$ cat config.mk
export PLATFORM = sky130hd
export DESIGN_NAME = tpb_transpose
export DESIGN_NICKNAME = d
export VERILOG_FILES = /design/src/rtl/tpb_pkg.sv /design/src/rtl/tpb_cell.sv /design/src/rtl/tpb_array.sv /design/src/rtl/tpb_ctrl.sv /design/src/rtl/tpb_transpose.sv
export SDC_FILE = /design/constraint.sdc
export NUM_CORES = 2
export LEC_CHECK = 0
export CAP_MARGIN = 30
export CELL_PAD_IN_SITES_DETAIL_PLACEMENT = 1
export CELL_PAD_IN_SITES_GLOBAL_PLACEMENT = 2
export CORE_MARGIN = 1
export CORE_UTILIZATION = 42
export CTS_CLUSTER_DIAMETER = 30
export DETAILED_ROUTE_END_ITERATION = 8
export PLACE_DENSITY_LB_ADDON = 0.12
export SLEW_MARGIN = 20
export SYNTH_ARGS = -nofsm -noshare
export SYNTH_HDL_FRONTEND = slang
export SYNTH_SLANG_ARGS = --single-unit
$ cat constraint.sdc
create_clock -name clk -period 2.7 [get_ports clk]
set_clock_uncertainty 0.05 [all_clocks]
set_input_delay 0.81 -clock clk [delete_from_list [all_inputs] [get_ports clk]]
set_output_delay 0.81 -clock clk [all_outputs]
set_load 0.02 [all_outputs]
$ cat src/rtl/tpb_pkg.sv
package tpb_pkg;

  typedef enum logic {
    TPB_ROWMAJ = 1'b0,
    TPB_COLMAJ = 1'b1
  } tpb_mode_e;

  // Source of a cell when the chain runs in row-major order.
  // A return value of n*n stands for the serial input.
  function automatic int row_src(input int idx, input int n);
    return idx + 1;
  endfunction

  // Source of a cell when the chain runs in column-major order.
  function automatic int col_src(input int idx, input int n);
    int r;
    int c;
    int j;
    r = idx / n;
    c = idx % n;
    j = c * n + r + 1;
    if (j >= n * n) return n * n;
    return (j % n) * n + (j / n);
  endfunction

endpackage

$ cat src/rtl/tpb_cell.sv
module tpb_cell #(
  parameter int W = 16
) (
  input  logic         clk,
  input  logic         rst_n,
  input  logic         en,
  input  logic         sel,
  input  logic [W-1:0] d_row,
  input  logic [W-1:0] d_col,
  output logic [W-1:0] q
);

  always_ff @(posedge clk) begin
    if (!rst_n) begin
      q <= '0;
    end else if (en) begin
      q <= sel ? d_col : d_row;
    end
  end

endmodule

$ cat src/rtl/tpb_array.sv
module tpb_array #(
  parameter int N = 8,
  parameter int W = 16
) (
  input  logic         clk,
  input  logic         rst_n,
  input  logic         shift,
  input  logic         mode,
  input  logic [W-1:0] din,
  output logic [W-1:0] dout
);

  localparam int NN = N * N;

  logic [W-1:0] cellq [NN];

  for (genvar i = 0; i < NN; i++) begin : g_cell
    localparam int RS = tpb_pkg::row_src(i, N);
    localparam int CS = tpb_pkg::col_src(i, N);
    logic [W-1:0] d_r;
    logic [W-1:0] d_c;

    if (RS >= NN) begin : g_rin
      assign d_r = din;
    end else begin : g_rcell
      assign d_r = cellq[RS];
    end

    if (CS >= NN) begin : g_cin
      assign d_c = din;
    end else begin : g_ccell
      assign d_c = cellq[CS];
    end

    tpb_cell #(.W(W)) u_cell (
      .clk  (clk),
      .rst_n(rst_n),
      .en   (shift),
      .sel  (mode),
      .d_row(d_r),
      .d_col(d_c),
      .q    (cellq[i])
    );
  end

  assign dout = cellq[0];


  head_hold_chk: assert property (@(posedge clk) disable iff (!rst_n)
    !shift |=> $stable(cellq[0]));


  tail_hold_chk: assert property (@(posedge clk) disable iff (!rst_n)
    !shift |=> $stable(cellq[NN-1]));

endmodule

$ cat src/rtl/tpb_ctrl.sv
module tpb_ctrl #(
  parameter int N = 8
) (
  input  logic clk,
  input  logic rst_n,
  input  logic in_valid,
  input  logic out_ready,
  output logic in_ready,
  output logic out_valid,
  output logic out_first,
  output logic shift,
  output logic mode
);

  localparam int NN = N * N;
  localparam int CW = (NN > 1) ? $clog2(NN) : 1;
  localparam logic [CW-1:0] LAST_C = CW'(NN - 1);

  logic [CW-1:0] cnt;
  logic          filled;

  assign in_ready  = !filled || out_ready;
  assign shift     = in_valid && in_ready;
  assign out_valid = filled && in_valid;
  assign out_first = out_valid && (cnt == '0);

  always_ff @(posedge clk) begin
    if (!rst_n) begin
      cnt    <= '0;
      filled <= 1'b0;
      mode   <= tpb_pkg::TPB_ROWMAJ;
    end else if (shift) begin
      if (cnt == LAST_C) begin
        cnt    <= '0;
        filled <= 1'b1;
        mode   <= ~mode;
      end else begin
        cnt <= cnt + 1'b1;
      end
    end
  end


  mode_flip_chk: assert property (@(posedge clk) disable iff (!rst_n)
    (shift && cnt == LAST_C) |=> (mode != $past(mode)));


  mode_keep_chk: assert property (@(posedge clk) disable iff (!rst_n)
    !(shift && cnt == LAST_C) |=> $stable(mode));


  cnt_hold_chk: assert property (@(posedge clk) disable iff (!rst_n)
    !shift |=> $stable(cnt));


  filled_sticky_chk: assert property (@(posedge clk) disable iff (!rst_n)
    filled |=> filled);

endmodule

$ cat src/rtl/tpb_transpose.sv
module tpb_transpose #(
  parameter int N = 8,
  parameter int W = 16
) (
  input  logic         clk,
  input  logic         rst_n,
  input  logic         in_valid,
  output logic         in_ready,
  input  logic [W-1:0] in_data,
  output logic         out_valid,
  input  logic         out_ready,
  output logic [W-1:0] out_data,
  output logic         out_first
);

  logic shift;
  logic mode;

  tpb_ctrl #(.N(N)) u_ctrl (
    .clk      (clk),
    .rst_n    (rst_n),
    .in_valid (in_valid),
    .out_ready(out_ready),
    .in_ready (in_ready),
    .out_valid(out_valid),
    .out_first(out_first),
    .shift    (shift),
    .mode     (mode)
  );

  tpb_array #(.N(N), .W(W)) u_array (
    .clk  (clk),
    .rst_n(rst_n),
    .shift(shift),
    .mode (mode),
    .din  (in_data),
    .dout (out_data)
  );


  backpressure_chk: assert property (@(posedge clk) disable iff (!rst_n)
    (out_valid && !out_ready) |-> !in_ready);


  idle_out_chk: assert property (@(posedge clk) disable iff (!rst_n)
    !in_valid |-> !out_valid);


  first_marker_chk: assert property (@(posedge clk) disable iff (!rst_n)
    out_first |-> out_valid);


  reset_empty_chk: assert property (@(posedge clk)
    !rst_n |=> (in_ready || !rst_n));

endmodule

== After elaboration in Yosys (flattened, before gate mapping) ==
Cells that the tools add are included.
Widths: inputs -> output; s select.

* Add/sub/neg operators: 1
* Equal/unequal tests: 1
* Muxes and demuxes: 64
* Bitwise logic cells: 1
* Reductions and logical operators: 7

{| class="wikitable"
|+ Operator list
! kind !! count
|-
| $mux 16 || 63
|-
| $add 6x1->6 const B || 1
|-
| $eq 6x6->1 const B || 1
|-
| $logic_not 6->1 || 1
|-
| $mux 6 || 1
|-
| $logic_and 1x1->1 || 3
|-
| $reduce_and 2->1 || 1
|-
| $logic_not 1->1 || 1
|-
| $logic_or 1x1->1 || 1
|-
| $not 1->1 || 1
|}

* Flip-flop bits (word level): 1032
* Output and inout port bits: 19
* Logic and storage cells: 141

== Depth between registers and ports, before layout ==
* Depth after elaboration: 4
* Depth in mapped cells: 8
* Gate-level depth less buffers: 4

== Hierarchy ==
A second synthesis with hierarchy kept.

* Cell total of the unflattened synthesis: 4532
* Area total of the unflattened synthesis: 44646.6 sq um

{| class="wikitable"
|+ Modules (own cells, without submodules)
! module !! instances !! cells each !! area each (sq um) !! seq. area each (sq um)
|-
| tpb_cell || 64 || 70 || 690.7 || 320.3
|-
| tpb_ctrl || 1 || 52 || 444.2 || 160.2
|}

== Least setup slack after synthesis ==
Ideal clock, no wire load.

* Kind: input to output
* Start: input in_valid
* End: output out_first
* Arrival: 1.780 ns
* Path slack: 0.060 ns
* Stages on the path: 5
* Path buffers: 3
* Cell sequence: buf_2 > buf_4 > buf_2 > and2_1 > and3_1

* Longest elaborated chain between the ends: 2

{| class="wikitable"
|+ Ends and longest elaborated chain
! item !! RTL line !! RTL
|-
| start: declaration || tpb_transpose.sv:7 || <nowiki>input logic in_valid,</nowiki>
|-
| $logic_and 1x1->1 || tpb_ctrl.sv:24 || <nowiki>assign out_valid = filled && in_valid;</nowiki>
|-
| net out_valid || tpb_transpose.sv:10 || <nowiki>output logic out_valid,</nowiki>
|-
| $logic_and 1x1->1 || tpb_ctrl.sv:25 || <nowiki>assign out_first = out_valid && (cnt == '0);</nowiki>
|-
| end: declaration || tpb_transpose.sv:13 || <nowiki>output logic out_first</nowiki>
|}

The timed path passes the listed nets, and every way through them passes these cells.

== Final worst setup path ==
* Start: input out_ready
* End: output in_ready

* Longest elaborated chain between the ends: 1

{| class="wikitable"
|+ Ends and longest elaborated chain
! item !! RTL line !! RTL
|-
| start: declaration || tpb_transpose.sv:11 || <nowiki>input logic out_ready,</nowiki>
|-
| $logic_or 1x1->1 || tpb_ctrl.sv:22 || <nowiki>assign in_ready = !filled || out_ready;</nowiki>
|-
| end: declaration || tpb_transpose.sv:8 || <nowiki>output logic in_ready,</nowiki>
|}

Every way passes these cells.

==> results.toml <==
[floorplan]
die_y_um = 337.6
coreArea_um2 = 111100
num_io_pins = 39
die_w_um = 337.6
die_area_um2 = 114000
initial_utilization_pct = 42.58
rows = 122

[clock_tree]
clockBufferDepth = 4
clk_pin_slew_ns = 0.04
postCtsHoldBufs = 0
clkSinkCount = 1032
cts_made_buffers = 288
cts_max_level = 5
cts_tree = "yes"
clock_latency_ns = 0.87
cts-root-buf = "clkbuf_16"

[detailed_routing]
dr.pass1.iters = 5
drc_errors = 0
drtAntennaViolNets = 0
drt-total-wl_um = 133000
drtIter0Drc = 2009
wl_per_cell_um = 20.84
vias = 37398
routed_via_density = 5.859

[synth]
async_flop_share_pct = 0
syn_area_per_cell_um2 = 10.02
synth_fp_nets = 4744
ys_warn_count = 0
synth_cells = 4722
ys_seq_area_share_pct = 43.66
synth_ff_type = "dfxtp_1"
ys_seq_elements = 1032
yosys.cell_types.count = 35
synth_edf_count = 0
netlist_area_um2 = 47320

[power]
ir_drop_mv = 0.7305
p_leak_uw = 0.01886
total_power_uw = 53360
pwr-share-seq_pct = 32.3
power_switching_uw = 12040
swShare_pct = 22.57
p_comb_share_pct = 5.8
p_int_uw = 41320
clkPwrFrac_pct = 61.9
powerDensity_nw_per_um2 = 905.9

[min_path]
whs_path_depth = 1
min_from = "u_ctrl.filled"
hold_path.class = "register to register"
min_to = "u_ctrl.filled"

[global_route]
antenna_found_initial = 8
grt_first_pass_wirelength_um = 216500
grt_max_degree = 182
overflow = 0
grt_pass1_vias = 39012
grt_use_total_pct = 22.98

[placement]
portBuffers = 38
dp_worst_setup_slack_ns = -0.2423
hpwl_um = 78090
gp_congestion = 0.7389

[critical_path]
r2r_cells = 7
r2r-end = "u_array.g_cell[39].u_cell.q[11]"
path_class = "input port to output port"
critical-path-top-delay-family = "buffers and inverters"
cp.depth = 4
end_kind = "output port"
cpPeakStageDelay_ns = 0.44
crit_required_ns = 1.84
reg2reg_from = "u_ctrl.filled"
path_buf_inv = 3
crit_fanout = 2
cp_slowest_cell = "clkdlybuf4s50_1"
cp-start-kind = "input port"
path_cells = "clkdlybuf4s50_1, nor2b_4, inv_16, clkdlybuf4s15_2"
r2r_setup_slack_ns = 0.66
cp.arrival_ns = 1.80

[final_layout]
fin_util_pct = 53.01
seq_area_um2 = 20680
syn_to_final_growth_pct = 24.49
fillCellCount = 11727
multi_input_area_um2 = 23450
final_nets = 4718
layout-drive-gt1-share_pct = 14.59

[timing]
clock.fmax_mhz = 376.4
setup-tns-final_ns = 0
slew_headroom_pct = 38.72
setup_violations = 0
rsz0062_at_grt = "true"
slew_viol_final = 0
hold_viol = 0
postLayoutSetupSlackWorst_ns = 0.04317
period_share_pct = 98.40
worst_pin_slew_ns = 0.9192
min_period_ns = 2.657

[outcome]
outcome = "finished, final reports clean"

[run]
maxCapViolCount = 0
==> power groups by stage <==
stage | logic (uW) | clock network (uW) | registers, uW
final | 3080 | 33100 | 17200
after global routing | 3430 | 34500 | 17300
after CTS | 3110 | 33600 | 17200
after detailed placement | 3080 | 0 | 17500
after global placement | 2990 | 0 | 17500
after floorplan | 2210 | 0 | 17100
==> flip-flops by register name, summed over array words and instances, names as in the netlist <==
name	flops
u_ctrl.filled	1
u_ctrl.cnt	6
u_array.g_cell.u_cell.q	1024
u_ctrl.mode	1
==> cells by family after synthesis <==
family | after synthesis | share of synthesized area [%]
buf+inv | 579 | 6.812
compound gates | 2061 | 27.64
flops | 1032 | 43.66
mux | 1010 | 21.37
fa+ha+maj | 2 | 0.05288
simple gates | 38 | 0.4681
==> cell usage in the layout (no fill, tap or decap), types with 2 or more instances in the layout <==
cell | netlist | routed
a211oi_2 | 44 | 44
a211oi_1 | 964 | 964
dfxtp_2 | 0 | 5
nand2_1 | 4 | 4
dfxtp_1 | 1032 | 1023
o21ai_0 | 18 | 18
mux2i_1 | 1010 | 1010
nand4_1 | 2 | 2
buf_4 | 118 | 106
bufinv_16 | 0 | 30
ha_1 | 2 | 2
dlygate4sd2_1 | 0 | 15
buf_12 | 9 | 112
dfxtp_4 | 0 | 4
inv_6 | 0 | 4
clkdlybuf4s50_1 | 0 | 18
clkinv_2 | 1 | 54
nor4_1 | 5 | 4
clkbuf_8 | 0 | 45
a21oi_1 | 1029 | 1029
clkbuf_1 | 223 | 54
clkinvlp_4 | 0 | 5
clkbuf_16 | 0 | 295
inv_1 | 5 | 4
nand3_1 | 19 | 19
clkdlybuf4s15_2 | 0 | 2
diode_2 | 0 | 2
nand2b_1 | 2 | 2
==> timing repair <==
item / 4_1_cts / 5_1_grt
pin swaps: 1 / 2
setup endpoints to repair: 18 / 2
endpoints found under the hold margin: 0 / 0
setup buffers: 0 / 2
resized for setup: 34 / 7
==> through the flow <==
stage | area (um2) | std cells | hold WS, ns
after floorplan | 47320 | 4722 | 0.4051
after global placement | 49420 | 5892 | 0.4376
after detailed placement | 49420 | 5892 | 0.4419
after CTS | 58860 | 6379 | 0.3898
after global routing | 58900 | 6382 | 0.4471
final | 58900 | 6383 | 0.4341
==> synth_stat cells, drive strengths merged (4+ instances only) <==
cell / n / share of area, %
buf: 338 / 4.8
nor4: 5 / 0.066
clkbuf: 234 / 1.9
dfxtp: 1032 / 44
nand2: 4 / 0.032
inv: 6 / 0.048
a21oi: 1029 / 11
o21ai: 18 / 0.19
nand3: 19 / 0.20
mux2i: 1010 / 21
a211oi: 1008 / 16
==> per-layer routing <==
layer	share of wire (%)	GRT usage [%]	up-vias
met2	46	36.04	418
met3	2.6	4.147	252
li1	-	-	18175
met1	49	31.24	18551
met4	2.7	8.809	2
met5	0.015	0	-
==> final cells by class <==
class | instances | area share [%]
multi-input cells | 3111 | 39.81
flip-flops and latches | 1032 | 35.11
clock buffers | 394 | 13.93
repair buffers | 256 | 5.790
well taps | 1488 | 3.161
clock inverters | 93 | 2.111
inverters | 7 | 0.08497
diodes | 2 | 0.008497
==> worst max-delay path by stage <==
stage | startpoint | to
6_report | out_ready | in_ready
5_1_grt | u_ctrl.cnt[2] | out_first
4_1_cts | u_ctrl.cnt[5] | out_first
3_5_place_dp | out_ready | in_ready
3_3_place_gp | out_ready | in_ready
2_1_floorplan | in_valid | out_first
No activity file was read; power rests on OpenSTA's default activity.
